`src/rtl/tspd_pkg.sv`:
```
package tspd_pkg;

    typedef enum logic [1:0] {
        ST_FLOAT   = 2'd0,
        ST_PUMP_UP = 2'd1,
        ST_PUMP_DN = 2'd2
    } tspd_state_t;

    localparam int unsigned TSPD_MIN_SYNC = 2;

endpackage

```
`src/rtl/tspd_edge_sync.sv`:
```
module tspd_edge_sync #(
    parameter int unsigned STAGES = 2
) (
    input  logic clk,
    input  logic rst_n,
    input  logic async_in,
    output logic rise_o
);
    localparam int unsigned LAST = STAGES - 1;

    logic [STAGES-1:0] chain_q;
    logic              prev_q;
    logic              rise_q;

    // first synchronizer flop
    always_ff @(posedge clk) begin
        if (!rst_n) chain_q[0] <= 1'b0;
        else        chain_q[0] <= async_in;
    end

    // remaining synchronizer flops
    for (genvar g = 1; g < STAGES; g++) begin : g_chain
        always_ff @(posedge clk) begin
            if (!rst_n) chain_q[g] <= 1'b0;
            else        chain_q[g] <= chain_q[g-1];
        end
    end

    // registered rising-edge detector: one-cycle event
    always_ff @(posedge clk) begin
        if (!rst_n) begin
            prev_q <= 1'b0;
            rise_q <= 1'b0;
        end else begin
            prev_q <= chain_q[LAST];
            rise_q <= chain_q[LAST] & ~prev_q;
        end
    end

    assign rise_o = rise_q;

endmodule

```
`src/rtl/tspd_ctrl.sv`:
```
module tspd_ctrl
    import tspd_pkg::*;
(
    input  logic clk,
    input  logic rst_n,
    input  logic sig_rise,
    input  logic cmp_rise,
    output logic drive_o,
    output logic oe_o,
    output logic lock_o
);
    tspd_state_t state_q;
    tspd_state_t state_d;

    always_comb begin
        state_d = state_q;
        unique case (state_q)
            ST_FLOAT: begin
                if (sig_rise && !cmp_rise)      state_d = ST_PUMP_UP; // lead-up
                else if (cmp_rise && !sig_rise) state_d = ST_PUMP_DN; // lead-down
                else                            state_d = ST_FLOAT;   // tie / idle
            end
            ST_PUMP_UP: begin
                if (cmp_rise) state_d = ST_FLOAT;                     // catch-up
                else          state_d = ST_PUMP_UP;                   // repeat
            end
            ST_PUMP_DN: begin
                if (sig_rise) state_d = ST_FLOAT;                     // catch-down
                else          state_d = ST_PUMP_DN;                   // repeat
            end
            default: state_d = ST_FLOAT;
        endcase
    end

    // state register
    always_ff @(posedge clk) begin
        if (!rst_n) state_q <= ST_FLOAT;
        else        state_q <= state_d;
    end

    // registered outputs, decoded from the next state
    always_ff @(posedge clk) begin
        if (!rst_n) begin
            drive_o <= 1'b0;
            oe_o    <= 1'b0;
            lock_o  <= 1'b1;
        end else begin
            drive_o <= (state_d == ST_PUMP_UP);
            oe_o    <= (state_d != ST_FLOAT);
            lock_o  <= (state_d == ST_FLOAT);
        end
    end

endmodule

```
`src/rtl/tri_state_pfd.sv`:
```
module tri_state_pfd
    import tspd_pkg::*;
#(
    parameter int unsigned SYNC_STAGES = 2
) (
    input  logic clk,
    input  logic rst_n,
    input  logic sig_in,
    input  logic cmp_in,
    output logic pump_drive,
    output logic pump_oe,
    output logic phase_lock
);
    localparam int unsigned N_IN = 2;
    localparam int unsigned DEPTH = (SYNC_STAGES < TSPD_MIN_SYNC) ? TSPD_MIN_SYNC : SYNC_STAGES;

    logic [N_IN-1:0] raw_in;
    logic [N_IN-1:0] rise;
    logic            sig_rise;
    logic            cmp_rise;

    assign raw_in = {cmp_in, sig_in};

    for (genvar i = 0; i < N_IN; i++) begin : g_in
        tspd_edge_sync #(.STAGES(DEPTH)) u_sync (
            .clk      (clk),
            .rst_n    (rst_n),
            .async_in (raw_in[i]),
            .rise_o   (rise[i])
        );
    end

    assign sig_rise = rise[0];
    assign cmp_rise = rise[1];

    tspd_ctrl u_ctrl (
        .clk      (clk),
        .rst_n    (rst_n),
        .sig_rise (sig_rise),
        .cmp_rise (cmp_rise),
        .drive_o  (pump_drive),
        .oe_o     (pump_oe),
        .lock_o   (phase_lock)
    );

endmodule

```
`config.mk`:
```
export PLATFORM = sky130hd
export DESIGN_NAME = tri_state_pfd
export DESIGN_NICKNAME = d
export VERILOG_FILES = /design/src/rtl/tspd_pkg.sv /design/src/rtl/tspd_edge_sync.sv /design/src/rtl/tspd_ctrl.sv /design/src/rtl/tri_state_pfd.sv
export SDC_FILE = /design/constraint.sdc
export NUM_CORES = 1
export LEC_CHECK = 0
export ABC_CLOCK_PERIOD_IN_PS = 1560
export BUFFER_PORTS_ARGS = -buffer_cell sky130_fd_sc_hd__buf_2
export CAP_MARGIN = 10
export CORE_AREA = 8 8 45 47
export CTS_CLUSTER_SIZE = 20
export DETAILED_ROUTE_END_ITERATION = 16
export DIE_AREA = 0 0 53 55
export PLACE_DENSITY_LB_ADDON = 0.2
export SETUP_SLACK_MARGIN = 0.05
export SYNTH_ARGS = -nofsm -noshare
export SYNTH_HDL_FRONTEND = slang
export SYNTH_SLANG_ARGS = --single-unit
```
`constraint.sdc`:
```
create_clock -name clk -period 1.56 [get_ports clk]
set_input_delay 0.234 -clock clk [delete_from_list [all_inputs] [get_ports clk]]
set_output_delay 0.234 -clock clk [all_outputs]
set_load 0.1 [all_outputs]
```
==> results of run 1 <==
[report_power, final]
part | total, mW | internal [mW] | switching [mW]
clock network | 0.192 | 0.0988 | 0.0932
logic | 0.0570 | 0.0144 | 0.0427
registers | 0.348 | 0.345 | 0.00321
total | 0.597 | 0.458 | 0.139
[sequential cells by signal (all words and copies together), names as in the netlist]
| register | count |
|---|---|
| g_in.u_sync.chain_q | 4 |
| g_in.u_sync.prev_q | 2 |
| u_ctrl.lock_o | 1 |
| u_ctrl.oe_o | 1 |
| g_in.u_sync.rise_o | 2 |
| u_ctrl.state_q | 2 |
| u_ctrl.drive_o | 1 |
[metrics by stage]
step                       util  instance area, µm²  power (mW)
after floorplan               -                 374       0.404
after global placement    0.303                 419       0.413
after detailed placement  0.303                 419       0.414
after CTS                 0.322                 445       0.607
after global routing      0.322                 445       0.629
final                     0.322                 445       0.597
[final cells by class]
type,count,area share
Multi-Input combinational cell,17,0.244
Clock buffer,4,0.0590
Timing Repair Buffer,6,0.0674
Sequential cell,13,0.584
Tap cell,16,0.0449
[worst min-delay path by stage]
stage / cells past startpoint / to
after floorplan: 1 / g_in[0].u_sync.chain_q[0]$_SDFF_PN0_
after global placement: 1 / g_in[0].u_sync.rise_o$_SDFF_PN0_
after detailed placement: 1 / g_in[0].u_sync.rise_o$_SDFF_PN0_
after CTS: 2 / g_in[0].u_sync.chain_q[0]$_SDFF_PN0_
after global routing: 2 / g_in[1].u_sync.chain_q[0]$_SDFF_PN0_
final: 2 / g_in[0].u_sync.chain_q[0]$_SDFF_PN0_
[per-layer routing]
| metal | global-route usage | vias up |
|---|---|---|
| met4 | 0.0388 | 0 |
| met2 | 0.0547 | 7 |
| li1 | - | 114 |
| met1 | 0.0338 | 98 |
| met5 | 0 | - |
| met3 | 0.0374 | 0 |
[layout by cell type, fill, tap and decap left out]
cell type / count
dfxtp_1: 13
clkbuf_1: 1
and2_1: 7
buf_2: 6
and3b_2: 2
nor2_2: 2
nor2_1: 1
xor2_1: 1
clkbuf_4: 3
nor2b_1: 2
nand2_1: 2
[worst reg2reg max path, stage by stage, from the launching register on]
cell,delay [ps]
dfxtp_1,310
nor2_2,160
xor2_1,190
and2_1,140
[logic make-up (layout without fill, tap and decap cells)]
| kind of cell | Yosys count | count (layout) | synth area share |
|---|---|---|---|
| buf+inv | 1 | 10 | 0.0134 |
| flops | 13 | 13 | 0.696 |
| xor+xnor | 1 | 1 | 0.0234 |
| simple gates | 16 | 16 | 0.268 |
==> flow_summary.html, run 1 <==
<table>
<tr><th>Metric</th><th>Value</th></tr>
<tr><th colspan="2">Layout</th></tr>
<tr><td>Number of standard cells in the layout, taps in and fillers out</td><td>between 50 and 60</td></tr>
<tr><td>Area added between synthesis and finish</td><td>19.1%</td></tr>
<tr><td>Multi-input gate area in the final layout</td><td>109 µm²</td></tr>
<tr><td>Net count reported at finish</td><td>45</td></tr>
<tr><td>Area of all sequential standard cells</td><td>260 µm²</td></tr>
<tr><td>Number of antenna cells inserted</td><td>0</td></tr>
<tr><td>Fill cell count</td><td>142</td></tr>
<tr><td>Share of cells above drive strength 1</td><td>0.325</td></tr>
<tr><th colspan="2">Worst hold path</th></tr>
<tr><td>Min-delay src</td><td>sig_in</td></tr>
<tr><td>Path class of the lowest-slack min-delay path</td><td>in2reg</td></tr>
<tr><th colspan="2">Setup path</th></tr>
<tr><td>Depth of the critical timing path with buffers and inverters included</td><td>1</td></tr>
<tr><td>Terminus of the critical flop-to-flop path</td><td>u_ctrl.oe_o$_SDFF_PN0_</td></tr>
<tr><td>Path depth of the worst reg2reg path</td><td>3</td></tr>
<tr><td>Crit path from</td><td>u_ctrl.lock_o$_SDFF_PN1_</td></tr>
<tr><td>Required time at the endpoint of the critical path</td><td>approximately 1300 ps</td></tr>
<tr><td>Crit-path max FO</td><td>1</td></tr>
<tr><td>R2R setup slack</td><td>700 ps</td></tr>
<tr><td>Worst path top cell family by delay</td><td>buffers and inverters</td></tr>
<tr><td>Maximum cell stage delay along the critical path</td><td>approximately 420 ps</td></tr>
<tr><td>FF-to-FF Start</td><td>u_ctrl.state_q[1]$_SDFF_PN0_</td></tr>
<tr><td>End of the critical path</td><td>phase_lock</td></tr>
<tr><td>Signal arrival time at the worst endpoint</td><td>990 ps</td></tr>
<tr><td>Critical Path, Cell by Cell</td><td>buf_2</td></tr>
<tr><td>Crit Path Category</td><td>reg2out</td></tr>
<tr><td>Startpoint Class</td><td>flip-flop</td></tr>
<tr><td>Number of buffers and inverters on the critical path</td><td>1</td></tr>
<tr><td>Kind of end point of the critical path</td><td>output pin</td></tr>
<tr><td>Crit-path slowest cell</td><td>buf_2</td></tr>
<tr><th colspan="2">STA</th></tr>
<tr><td>Final Cycle Share</td><td>0.783</td></tr>
<tr><td>RSZ-0062 raised after global routing</td><td>false</td></tr>
<tr><td>Worst setup slack after layout</td><td>338 ps</td></tr>
<tr><td>Final worst clock skew</td><td>around 0.7 ps</td></tr>
<tr><td>Transition at the pin with the smallest max-transition slack</td><td>487 ps</td></tr>
<tr><td>Worst hold slack across all endpoints</td><td>172 ps</td></tr>
<tr><td>Final max-slew violation count</td><td>0</td></tr>
<tr><td>Setup Total Neg Slack</td><td>0 ps</td></tr>
<tr><td>Final hold violations</td><td>0</td></tr>
<tr><td>F_max</td><td>819 MHz</td></tr>
<tr><td>Min cycle time layout</td><td>~1200 ps</td></tr>
<tr><td>Relative slew slack</td><td>0.678</td></tr>
<tr><td>Endpoints failing setup</td><td>0</td></tr>
<tr><th colspan="2">Synthesis</th></tr>
<tr><td>Main area contributors after synthesis</td><td>dfxtp_1 (70%), and2_1 (12%), and3b_2 (5.4%)</td></tr>
<tr><td>Primary FF master, synth</td><td>dfxtp_1</td></tr>
<tr><td>Fraction of the yosys area taken by sequential cells</td><td>0.696</td></tr>
<tr><td>Share of the synthesized area in the top cell type</td><td>0.696</td></tr>
<tr><td>Cell types with the highest counts after synthesis</td><td>dfxtp_1 (13), and2_1 (7)</td></tr>
<tr><td>Share of async-settable or async-resettable flops after synthesis</td><td>0</td></tr>
<tr><td>EDFF count, synth</td><td>0</td></tr>
<tr><td>Synthesized area divided by synthesized cell count</td><td>about 12 µm²</td></tr>
<tr><td>Post-synth top area cell</td><td>dfxtp_1</td></tr>
<tr><td>Yosys warning total</td><td>0</td></tr>
<tr><td>Leading cell type by number of instances after synthesis</td><td>dfxtp_1</td></tr>
<tr><td>Count of cell types in the netlist</td><td>9</td></tr>
<tr><td>Syn Inst Count</td><td>31</td></tr>
<tr><td>FF+latch count, synth</td><td>13</td></tr>
<tr><td>Syn_nets</td><td>35</td></tr>
<tr><td>Post-synthesis instance area</td><td>~370 µm²</td></tr>
<tr><th colspan="2">Clock tree</th></tr>
<tr><td>Post-cts sizing count</td><td>0</td></tr>
<tr><td>Clock sink count</td><td>13</td></tr>
<tr><td>Worst-case clock buffer depth</td><td>2</td></tr>
<tr><td>Number of buffers inserted during clock tree synthesis</td><td>3</td></tr>
<tr><td>H-tree depth</td><td>1</td></tr>
<tr><td>Root Buffer Master</td><td>clkbuf_4</td></tr>
<tr><td>Insertion delay to the later sink of the worst-skew pair</td><td>260 ps</td></tr>
<tr><td>Clock tree from TritonCTS</td><td>done</td></tr>
<tr><td>Clock transition at path regs</td><td>70 ps</td></tr>
<tr><td>Post-CTS Setup Bufs</td><td>0</td></tr>
<tr><td>Hold bufs inserted after CTS</td><td>0</td></tr>
<tr><th colspan="2">Status</th></tr>
<tr><td>Run status</td><td>complete, no violations</td></tr>
<tr><th colspan="2">Die</th></tr>
<tr><td>Area of the core region</td><td>about 1400 µm²</td></tr>
<tr><td>Vert. Die Dim</td><td>~55 µm</td></tr>
<tr><td>Die width</td><td>53 µm</td></tr>
<tr><td>Top-level I/O count</td><td>7</td></tr>
<tr><td># rows</td><td>14</td></tr>
<tr><td>DIE AREA</td><td>around 2900 µm²</td></tr>
<tr><td>Starting utilization of the core area</td><td>0.270</td></tr>
<tr><th colspan="2">Placement</th></tr>
<tr><td>Pre-CTS setup slack</td><td>616 ps</td></tr>
<tr><td>Quantity of I/O buffers inserted on ports</td><td>6</td></tr>
<tr><td>Placed instance count</td><td>52</td></tr>
<tr><td>Placer's final routability congestion estimate</td><td>0.640</td></tr>
<tr><td>HPWL Detailed</td><td>around 350 µm</td></tr>
<tr><th colspan="2">Drt</th></tr>
<tr><td>Highest layer used for signal routing</td><td>met3</td></tr>
<tr><td>Vias/cell</td><td>between 3 and 4</td></tr>
<tr><td>Wirelength per Cell</td><td>8.57 µm</td></tr>
<tr><td>Detailed-route wire length</td><td>between 400 and 500 µm</td></tr>
<tr><td>Detailed-routing iteration count for the pre-antenna-repair pass</td><td>1</td></tr>
<tr><td>Sum of met3 wire segment lengths after detailed routing</td><td>approximately 60 µm</td></tr>
<tr><td>Initial detailed-routing violation count</td><td>0</td></tr>
<tr><td>Via count of the routed design</td><td>219</td></tr>
<tr><td>Post-route antenna net violation count</td><td>0</td></tr>
<tr><td>DRC violation count after routing</td><td>0</td></tr>
<tr><td>Sum of met2 wire segment lengths after detailed routing</td><td>203 µm</td></tr>
<tr><td>Met1 layer wirelength in the final routing</td><td>between 200 and 250 µm</td></tr>
<tr><th colspan="2">Global route</th></tr>
<tr><td>Via count of the first global-routing pass</td><td>216</td></tr>
<tr><td>GR Overflow Total</td><td>0</td></tr>
<tr><td>Global-route wire length before repair</td><td>around 780 µm</td></tr>
<tr><td>Antenna violations before repair</td><td>0</td></tr>
<tr><td>Maximum number of pins on one net before global-route repair</td><td>12</td></tr>
<tr><td>Total routing resource utilization after global routing</td><td>0.0401</td></tr>
<tr><th colspan="2">Run</th></tr>
<tr><td>Max Cap Viol</td><td>0</td></tr>
<tr><th colspan="2">Power and ir drop</th></tr>
<tr><td>Static leakage</td><td>0.201 nW</td></tr>
<tr><td>Maximum vdd drop</td><td>around 0.52 mV</td></tr>
<tr><td>Power density over the cells</td><td>between 1000 and 1500 nW/µm²</td></tr>
</table>
No activity file was read; power rests on OpenSTA's default activity.
==> run 2: changes to the inputs <==
--- a/config.mk
+++ b/config.mk
@@ -5,7 +5,7 @@
 export SDC_FILE = /design/constraint.sdc
 export NUM_CORES = 1
 export LEC_CHECK = 0
-export ABC_CLOCK_PERIOD_IN_PS = 1560
+export ABC_CLOCK_PERIOD_IN_PS = 1000
 export BUFFER_PORTS_ARGS = -buffer_cell sky130_fd_sc_hd__buf_2
 export CAP_MARGIN = 10
 export CORE_AREA = 8 8 45 47
==> constraint.sdc (replaced) <==
create_clock -name clk -period 1 [get_ports clk]
set_input_delay 0.15 -clock clk [delete_from_list [all_inputs] [get_ports clk]]
set_output_delay 0.15 -clock clk [all_outputs]
set_load 0.1 [all_outputs]
==> flow_summary.html, run 2 (synthesis results as in run 1) <==
<table>
<tr><th>Metric</th><th>Value</th></tr>
<tr><th colspan="2">Worst hold path</th></tr>
<tr><td>Min-delay src</td><td>cmp_in</td></tr>
<tr><td>Depth of the worst hold-timing path</td><td>2 (unchanged)</td></tr>
<tr><td>Worst Hold Path EP</td><td>g_in[1].u_sync.chain_q[0]$_SDFF_PN0_</td></tr>
<tr><td>Path class of the lowest-slack min-delay path</td><td>in2reg</td></tr>
<tr><th colspan="2">Drt</th></tr>
<tr><td>Detailed-route wire length</td><td>463 µm (-3.5%)</td></tr>
<tr><td>DRC violation count after routing</td><td>0 (unchanged)</td></tr>
<tr><td>Initial detailed-routing violation count</td><td>0 (unchanged)</td></tr>
<tr><td>Post-route antenna net violation count</td><td>0 (unchanged)</td></tr>
<tr><td>Detailed-routing iteration count for the pre-antenna-repair pass</td><td>1 (unchanged)</td></tr>
<tr><td>Via count of the routed design</td><td>218 (-0.46%)</td></tr>
<tr><td>Wirelength per Cell</td><td>8.27 µm (-3.5%)</td></tr>
<tr><td>Vias/cell</td><td>3.89 (-0.46%)</td></tr>
<tr><th colspan="2">Die</th></tr>
<tr><td>Top-level I/O count</td><td>7 (unchanged)</td></tr>
<tr><td>Starting utilization of the core area</td><td>0.270 (unchanged)</td></tr>
<tr><td>DIE AREA</td><td>2920 µm² (unchanged)</td></tr>
<tr><td>Die width</td><td>53 µm (unchanged)</td></tr>
<tr><td># rows</td><td>14 (unchanged)</td></tr>
<tr><td>Area of the core region</td><td>1380 µm² (unchanged)</td></tr>
<tr><td>Vert. Die Dim</td><td>55 µm (unchanged)</td></tr>
<tr><th colspan="2">STA</th></tr>
<tr><td>Min cycle time layout</td><td>925 ps</td></tr>
<tr><td>Endpoints failing setup</td><td>0 (unchanged)</td></tr>
<tr><td>Final Cycle Share</td><td>0.925</td></tr>
<tr><td>Final max-slew violation count</td><td>0 (unchanged)</td></tr>
<tr><td>Worst setup slack after layout</td><td>74.8 ps (-264 ps)</td></tr>
<tr><td>Final hold violations</td><td>0 (unchanged)</td></tr>
<tr><td>Transition at the pin with the smallest max-transition slack</td><td>164 ps (-323 ps)</td></tr>
<tr><td>Final worst clock skew</td><td>3.55 ps (+2.86 ps)</td></tr>
<tr><td>Setup Total Neg Slack</td><td>0 ps (unchanged)</td></tr>
<tr><td>RSZ-0062 raised after global routing</td><td>true</td></tr>
<tr><td>Relative slew slack</td><td>0.891 (+0.213)</td></tr>
<tr><td>F_max</td><td>1080 MHz</td></tr>
<tr><th colspan="2">Layout</th></tr>
<tr><td>Top library cells by usage in the layout, fill and taps aside</td><td>dfxtp_1 (10), and2_1 (7)</td></tr>
<tr><td>Area added between synthesis and finish</td><td>33.4%</td></tr>
<tr><td>Fill cell count</td><td>141 (-0.70%)</td></tr>
<tr><td>Number of standard cells in the layout, taps in and fillers out</td><td>56 (unchanged)</td></tr>
<tr><td>Register with the most flip-flops</td><td>g_in.u_sync.chain_q</td></tr>
<tr><td>Share of cells above drive strength 1</td><td>0.400 (+0.0750)</td></tr>
<tr><td>Commonest non-fill, non-tap cell in the layout</td><td>dfxtp_1</td></tr>
<tr><td>Net count reported at finish</td><td>45 (unchanged)</td></tr>
<tr><td>Number of antenna cells inserted</td><td>0 (unchanged)</td></tr>
<tr><td>Max reg flops</td><td>4 (unchanged)</td></tr>
<tr><th colspan="2">Placement</th></tr>
<tr><td>Placed instance count</td><td>52 (unchanged)</td></tr>
<tr><td>Quantity of I/O buffers inserted on ports</td><td>6 (unchanged)</td></tr>
<tr><td>Pre-CTS setup slack</td><td>145 ps (-471 ps)</td></tr>
<tr><td>Placer's final routability congestion estimate</td><td>0.679 (+6.1%)</td></tr>
<tr><th colspan="2">Setup path</th></tr>
<tr><td>Number of buffers and inverters on the critical path</td><td>1 (unchanged)</td></tr>
<tr><td>Crit Path Category</td><td>reg2out</td></tr>
<tr><td>Crit-path max FO</td><td>1 (unchanged)</td></tr>
<tr><td>Required time at the endpoint of the critical path</td><td>850 ps (-480 ps)</td></tr>
<tr><td>Worst path top cell family by delay</td><td>flip-flops</td></tr>
<tr><td>Terminus of the critical flop-to-flop path</td><td>u_ctrl.oe_o$_SDFF_PN0_</td></tr>
<tr><td>Startpoint Class</td><td>flip-flop</td></tr>
<tr><td>Path depth of the worst reg2reg path</td><td>3 (unchanged)</td></tr>
<tr><td>Maximum cell stage delay along the critical path</td><td>340 ps (-80 ps)</td></tr>
<tr><td>FF-to-FF Start</td><td>u_ctrl.state_q[0]$_SDFF_PN0_</td></tr>
<tr><td>Crit-path slowest cell</td><td>dfxtp_2</td></tr>
<tr><td>R2R setup slack</td><td>150 ps (-550 ps)</td></tr>
<tr><td>Kind of end point of the critical path</td><td>output pin</td></tr>
<tr><td>Critical Path, Cell by Cell</td><td>buf_12</td></tr>
<tr><td>Signal arrival time at the worst endpoint</td><td>780 ps (-210 ps)</td></tr>
<tr><th colspan="2">Clock tree</th></tr>
<tr><td>Number of buffers inserted during clock tree synthesis</td><td>3 (unchanged)</td></tr>
<tr><td>Worst-case clock buffer depth</td><td>2 (unchanged)</td></tr>
<tr><td>Root Buffer Master</td><td>clkbuf_4</td></tr>
<tr><td>H-tree depth</td><td>1 (unchanged)</td></tr>
<tr><td>Clock sink count</td><td>13 (unchanged)</td></tr>
<tr><td>Hold bufs inserted after CTS</td><td>0 (unchanged)</td></tr>
<tr><td>Clock tree from TritonCTS</td><td>done</td></tr>
<tr><td>Clock transition at path regs</td><td>70 ps (about the same)</td></tr>
<tr><td>Insertion delay to the later sink of the worst-skew pair</td><td>260 ps (about the same)</td></tr>
<tr><th colspan="2">Status</th></tr>
<tr><td>Run status</td><td>complete, no violations</td></tr>
<tr><th colspan="2">Global route</th></tr>
<tr><td>GR Overflow Total</td><td>0 (unchanged)</td></tr>
<tr><td>Maximum number of pins on one net before global-route repair</td><td>12 (unchanged)</td></tr>
<tr><td>Global-route wire length before repair</td><td>696 µm (-11%)</td></tr>
<tr><td>Total routing resource utilization after global routing</td><td>0.0351 (-0.00492)</td></tr>
<tr><td>Via count of the first global-routing pass</td><td>186 (-14%)</td></tr>
<tr><td>Antenna violations before repair</td><td>0 (unchanged)</td></tr>
<tr><th colspan="2">Power and ir drop</th></tr>
<tr><td>Power density over the cells</td><td>1930 nW/µm² (+44%)</td></tr>
<tr><td>Static leakage</td><td>0.217 nW (+8.1%)</td></tr>
<tr><td>Maximum vdd drop</td><td>0.606 mV (+16%)</td></tr>
<tr><th colspan="2">Run</th></tr>
<tr><td>Max Cap Viol</td><td>0 (unchanged)</td></tr>
</table>
==> run 2: power breakdown <==
group	switching (mW)	total (mW)	leakage [nW]	internal, mW
sequential	0.00947	0.549	0.107	0.540
clock	0.150	0.304	0.0150	0.154
combinational	0.0665	0.110	0.0954	0.0436
total	0.226	0.963	0.217	0.737
==> run 2: area by class of cell <==
type | instances | area [µm²] | area share
Clock buffer | 4 | 26.3 | 0.0526
Tap cell | 16 | 20.0 | 0.0401
Timing Repair Buffer | 6 | 75.1 | 0.150
Sequential cell | 13 | 264 | 0.529
Multi-Input combinational cell | 17 | 114 | 0.228
==> run 2: through the flow <==
| stage | power, mW | hold slack, ps | util | cell area (µm²) |
|---|---|---|---|---|
| 3_3_place_gp | 0.670 | 359 | 0.338 | 468 |
| 2_1_floorplan | 0.631 | 277 | - | 378 |
| 5_1_grt | 1.02 | 75.9 | 0.361 | 499 |
| 6_report | 0.963 | 90.0 | 0.361 | 499 |
| 3_5_place_dp | 0.672 | 360 | 0.338 | 468 |
| 4_1_cts | 0.978 | 80.8 | 0.357 | 494 |
==> run 2: repair_timing <==
action | in CTS | in global routing
buffers inserted | 0 | 0
endpoints found under the setup margin | 0 | 5
resized for setup | 0 | 1
endpoints found under the hold margin | 0 | 0
==> run 2: how the worst max path moves through the flow <==
stage,from,to,slack (ps),depth (start not counted)
2_1_floorplan,u_ctrl.state_q[0]$_SDFF_PN0_,u_ctrl.oe_o$_SDFF_PN0_,210,3
3_3_place_gp,u_ctrl.state_q[0]$_SDFF_PN0_,u_ctrl.oe_o$_SDFF_PN0_,170,3
3_5_place_dp,u_ctrl.state_q[1]$_SDFF_PN0_,u_ctrl.oe_o$_SDFF_PN0_,150,3
4_1_cts,u_ctrl.drive_o$_SDFF_PN0_,pump_drive,60,1
5_1_grt,u_ctrl.oe_o$_SDFF_PN0_,pump_oe,30,1
6_report,u_ctrl.oe_o$_SDFF_PN0_,pump_oe,70,1
==> run 2: per-layer routing <==
layer | up-vias | routed length [µm] | GRT usage
met5 | - | 0 | 0
met4 | 0 | 0 | 0.0388
met3 | 0 | 40 | 0.0241
met2 | 7 | 204 | 0.0430
met1 | 99 | 219 | 0.0370
li1 | 112 | - | -
==> run 3: changes to the inputs <==
--- a/config.mk
+++ b/config.mk
@@ -9,6 +9,7 @@
 export BUFFER_PORTS_ARGS = -buffer_cell sky130_fd_sc_hd__buf_2
 export CAP_MARGIN = 10
 export CORE_AREA = 8 8 45 47
+export CTS_BUF_LIST = sky130_fd_sc_hd__clkbuf_16
 export CTS_CLUSTER_SIZE = 20
 export DETAILED_ROUTE_END_ITERATION = 16
 export DIE_AREA = 0 0 53 55
@@ -17,3 +18,4 @@
 export SYNTH_ARGS = -nofsm -noshare
 export SYNTH_HDL_FRONTEND = slang
 export SYNTH_SLANG_ARGS = --single-unit
+export TNS_END_PERCENT = 1
==> flow_summary.html, run 3 (synthesis results as in run 1) <==
<table>
<tr><th>Metric</th><th>Value</th></tr>
<tr><th colspan="2">Die</th></tr>
<tr><td>Starting utilization of the core area</td><td>0.270 (unchanged)</td></tr>
<tr><td># rows</td><td>14 (unchanged)</td></tr>
<tr><td>Die width</td><td>53 µm (unchanged)</td></tr>
<tr><td>Area of the core region</td><td>1380 µm² (unchanged)</td></tr>
<tr><td>Vert. Die Dim</td><td>55 µm (unchanged)</td></tr>
<tr><td>DIE AREA</td><td>2920 µm² (unchanged)</td></tr>
<tr><td>Top-level I/O count</td><td>7 (unchanged)</td></tr>
<tr><th colspan="2">STA</th></tr>
<tr><td>Worst hold slack across all endpoints</td><td>118 ps (+27.8 ps)</td></tr>
<tr><td>RSZ-0062 raised after global routing</td><td>false</td></tr>
<tr><td>Final worst clock skew</td><td>0.373 ps (-3.18 ps)</td></tr>
<tr><td>Min cycle time layout</td><td>911 ps (-14.1 ps)</td></tr>
<tr><td>F_max</td><td>1100 MHz (+1.6%)</td></tr>
<tr><td>Relative slew slack</td><td>0.890 (about the same)</td></tr>
<tr><td>Setup Total Neg Slack</td><td>0 ps (unchanged)</td></tr>
<tr><td>Final max-slew violation count</td><td>0 (unchanged)</td></tr>
<tr><td>Final hold violations</td><td>0 (unchanged)</td></tr>
<tr><td>Endpoints failing setup</td><td>0 (unchanged)</td></tr>
<tr><td>Final Cycle Share</td><td>0.911 (-0.0141)</td></tr>
<tr><td>Transition at the pin with the smallest max-transition slack</td><td>164 ps (+0.167 ps)</td></tr>
<tr><th colspan="2">Worst hold path</th></tr>
<tr><td>Min-delay src</td><td>sig_in</td></tr>
<tr><td>Path class of the lowest-slack min-delay path</td><td>in2reg</td></tr>
<tr><td>Depth of the worst hold-timing path</td><td>2 (unchanged)</td></tr>
<tr><td>Worst Hold Path EP</td><td>g_in[0].u_sync.chain_q[0]$_SDFF_PN0_</td></tr>
<tr><th colspan="2">Power and ir drop</th></tr>
<tr><td>Power density over the cells</td><td>2530 nW/µm² (+31%)</td></tr>
<tr><td>Tot Pwr</td><td>1.38 mW (+43%)</td></tr>
<tr><td>Static leakage</td><td>0.242 nW (+11%)</td></tr>
<tr><td>Maximum vdd drop</td><td>1.63 mV (+170%)</td></tr>
<tr><th colspan="2">Clock tree</th></tr>
<tr><td>Clock transition at path regs</td><td>40 ps (-30 ps)</td></tr>
<tr><td>Worst-case clock buffer depth</td><td>2 (unchanged)</td></tr>
<tr><td>Number of buffers inserted during clock tree synthesis</td><td>3 (unchanged)</td></tr>
<tr><td>Clock sink count</td><td>13 (unchanged)</td></tr>
<tr><td>H-tree depth</td><td>1 (unchanged)</td></tr>
<tr><td>Root Buffer Master</td><td>clkbuf_16</td></tr>
<tr><td>Hold bufs inserted after CTS</td><td>0 (unchanged)</td></tr>
<tr><td>Insertion delay to the later sink of the worst-skew pair</td><td>230 ps (-30 ps)</td></tr>
<tr><td>Clock tree from TritonCTS</td><td>done</td></tr>
<tr><th colspan="2">Global route</th></tr>
<tr><td>Via count of the first global-routing pass</td><td>207 (+11%)</td></tr>
<tr><td>GR Overflow Total</td><td>0 (unchanged)</td></tr>
<tr><td>Antenna violations before repair</td><td>0 (unchanged)</td></tr>
<tr><td>Total routing resource utilization after global routing</td><td>0.0384 (+0.00325)</td></tr>
<tr><td>Maximum number of pins on one net before global-route repair</td><td>12 (unchanged)</td></tr>
<tr><td>Global-route wire length before repair</td><td>800 µm (+15%)</td></tr>
<tr><th colspan="2">Drt</th></tr>
<tr><td>Detailed-routing iteration count for the pre-antenna-repair pass</td><td>2 (+1)</td></tr>
<tr><td>Via count of the routed design</td><td>221 (+1.4%)</td></tr>
<tr><td>Post-route antenna net violation count</td><td>0 (unchanged)</td></tr>
<tr><td>Detailed-route wire length</td><td>496 µm (+7.1%)</td></tr>
<tr><td>Wirelength per Cell</td><td>8.86 µm (+7.1%)</td></tr>
<tr><td>DRC violation count after routing</td><td>0 (unchanged)</td></tr>
<tr><td>Vias/cell</td><td>3.95 (+1.4%)</td></tr>
<tr><td>Initial detailed-routing violation count</td><td>1 (+1)</td></tr>
<tr><th colspan="2">Layout</th></tr>
<tr><td>Top library cells by usage in the layout, fill and taps aside</td><td>dfxtp_1 (11), and2_1 (7), clkbuf_16 (3), buf_2 (3), buf_12 (3)</td></tr>
<tr><td>Share of cells above drive strength 1</td><td>0.375 (-0.0250)</td></tr>
<tr><td>Number of antenna cells inserted</td><td>0 (unchanged)</td></tr>
<tr><td>Max reg flops</td><td>4 (unchanged)</td></tr>
<tr><td>Area added between synthesis and finish</td><td>45.8%</td></tr>
<tr><td>Number of standard cells in the layout, taps in and fillers out</td><td>56 (unchanged)</td></tr>
<tr><td>Net count reported at finish</td><td>45 (unchanged)</td></tr>
<tr><td>Register with the most flip-flops</td><td>g_in.u_sync.chain_q</td></tr>
<tr><td>Commonest non-fill, non-tap cell in the layout</td><td>dfxtp_1</td></tr>
<tr><th colspan="2">Setup path</th></tr>
<tr><td>Crit Path Category</td><td>reg2out</td></tr>
<tr><td>Path depth of the worst reg2reg path</td><td>3 (unchanged)</td></tr>
<tr><td>Startpoint Class</td><td>flip-flop</td></tr>
<tr><td>R2R setup slack</td><td>140 ps (about the same)</td></tr>
<tr><td>Worst path top cell family by delay</td><td>flip-flops</td></tr>
<tr><td>Signal arrival time at the worst endpoint</td><td>760 ps (-20 ps)</td></tr>
<tr><td>Crit-path slowest cell</td><td>dfxtp_1</td></tr>
<tr><td>Maximum cell stage delay along the critical path</td><td>350 ps (about the same)</td></tr>
<tr><td>Required time at the endpoint of the critical path</td><td>850 ps (about the same)</td></tr>
<tr><td>Kind of end point of the critical path</td><td>output pin</td></tr>
<tr><td>Terminus of the critical flop-to-flop path</td><td>u_ctrl.oe_o$_SDFF_PN0_</td></tr>
<tr><td>Crit-path max FO</td><td>1 (unchanged)</td></tr>
<tr><td>Critical Path, Cell by Cell</td><td>buf_12</td></tr>
<tr><td>FF-to-FF Start</td><td>u_ctrl.state_q[0]$_SDFF_PN0_</td></tr>
<tr><td>Number of buffers and inverters on the critical path</td><td>1 (unchanged)</td></tr>
<tr><th colspan="2">Placement</th></tr>
<tr><td>Quantity of I/O buffers inserted on ports</td><td>6 (unchanged)</td></tr>
<tr><td>Placed instance count</td><td>52 (unchanged)</td></tr>
<tr><td>Placer's final routability congestion estimate</td><td>0.669 (-1.6%)</td></tr>
<tr><th colspan="2">Run</th></tr>
<tr><td>Max Cap Viol</td><td>0 (unchanged)</td></tr>
<tr><th colspan="2">Status</th></tr>
<tr><td>Run status</td><td>complete, no violations</td></tr>
</table>
[run 3: cell count changes in the layout (fill, tap and decap cells not counted), sizes merged]
cell / before / now
clkbuf: 4 / 3
inv: 0 / 1
[run 3: cell type report]
class,count,area [µm²]
multi-input combinational,17,109
clock buffer,3,75.1
timing repair buffer,6,75.1
tap,16,20.0
fill,139,838
clock inverter,1,3.75
sequential,13,263
[run 3: stage by stage]
| stage | setup slack (ps) | util | cell area, µm² |
|---|---|---|---|
| floorplan | -59.0 | - | 375 |
| global placement | 183 | 0.336 | 465 |
| detailed placement | 154 | 0.336 | 465 |
| CTS | 71.0 | 0.393 | 544 |
| global route | 52.9 | 0.394 | 546 |
| finish | 88.9 | 0.394 | 546 |
[run 3: routing by layer]
layer,global-route usage,routed length (µm)
met5,0,0
met4,0.0388,0
met3,0.0214,48
met2,0.0488,232
met1,0.0430,215
[run 3: where the power goes]
| part | switching [mW] | internal, mW | leakage (nW) | total [mW] |
|---|---|---|---|---|
| Sequential | 0.00886 | 0.543 | 0.106 | 0.551 |
| Clock | 0.193 | 0.525 | 0.0423 | 0.718 |
| Combinational | 0.0668 | 0.0428 | 0.0933 | 0.110 |
| Total | 0.269 | 1.11 | 0.242 | 1.38 |
[run 3: how the worst max path moves through the flow]
stage | to | start | slack, ps | depth (start not counted)
5_1_grt | u_ctrl.oe_o$_SDFF_PN0_ | u_ctrl.state_q[1]$_SDFF_PN0_ | 50 | 3
3_5_place_dp | u_ctrl.oe_o$_SDFF_PN0_ | u_ctrl.state_q[1]$_SDFF_PN0_ | 150 | 3
2_1_floorplan | pump_drive | u_ctrl.drive_o$_SDFF_PN0_ | -60 | 0
6_report | pump_drive | u_ctrl.drive_o$_SDFF_PN0_ | 90 | 1
4_1_cts | pump_oe | u_ctrl.oe_o$_SDFF_PN0_ | 70 | 1
3_3_place_gp | u_ctrl.oe_o$_SDFF_PN0_ | u_ctrl.state_q[0]$_SDFF_PN0_ | 180 | 3
[run 3: what timing repair did]
action                     in CTS  in global routing
hold endpoints to repair        0                  0
buffers inserted                0                  0
setup endpoints to repair       0                  1
resized for setup               0                  1
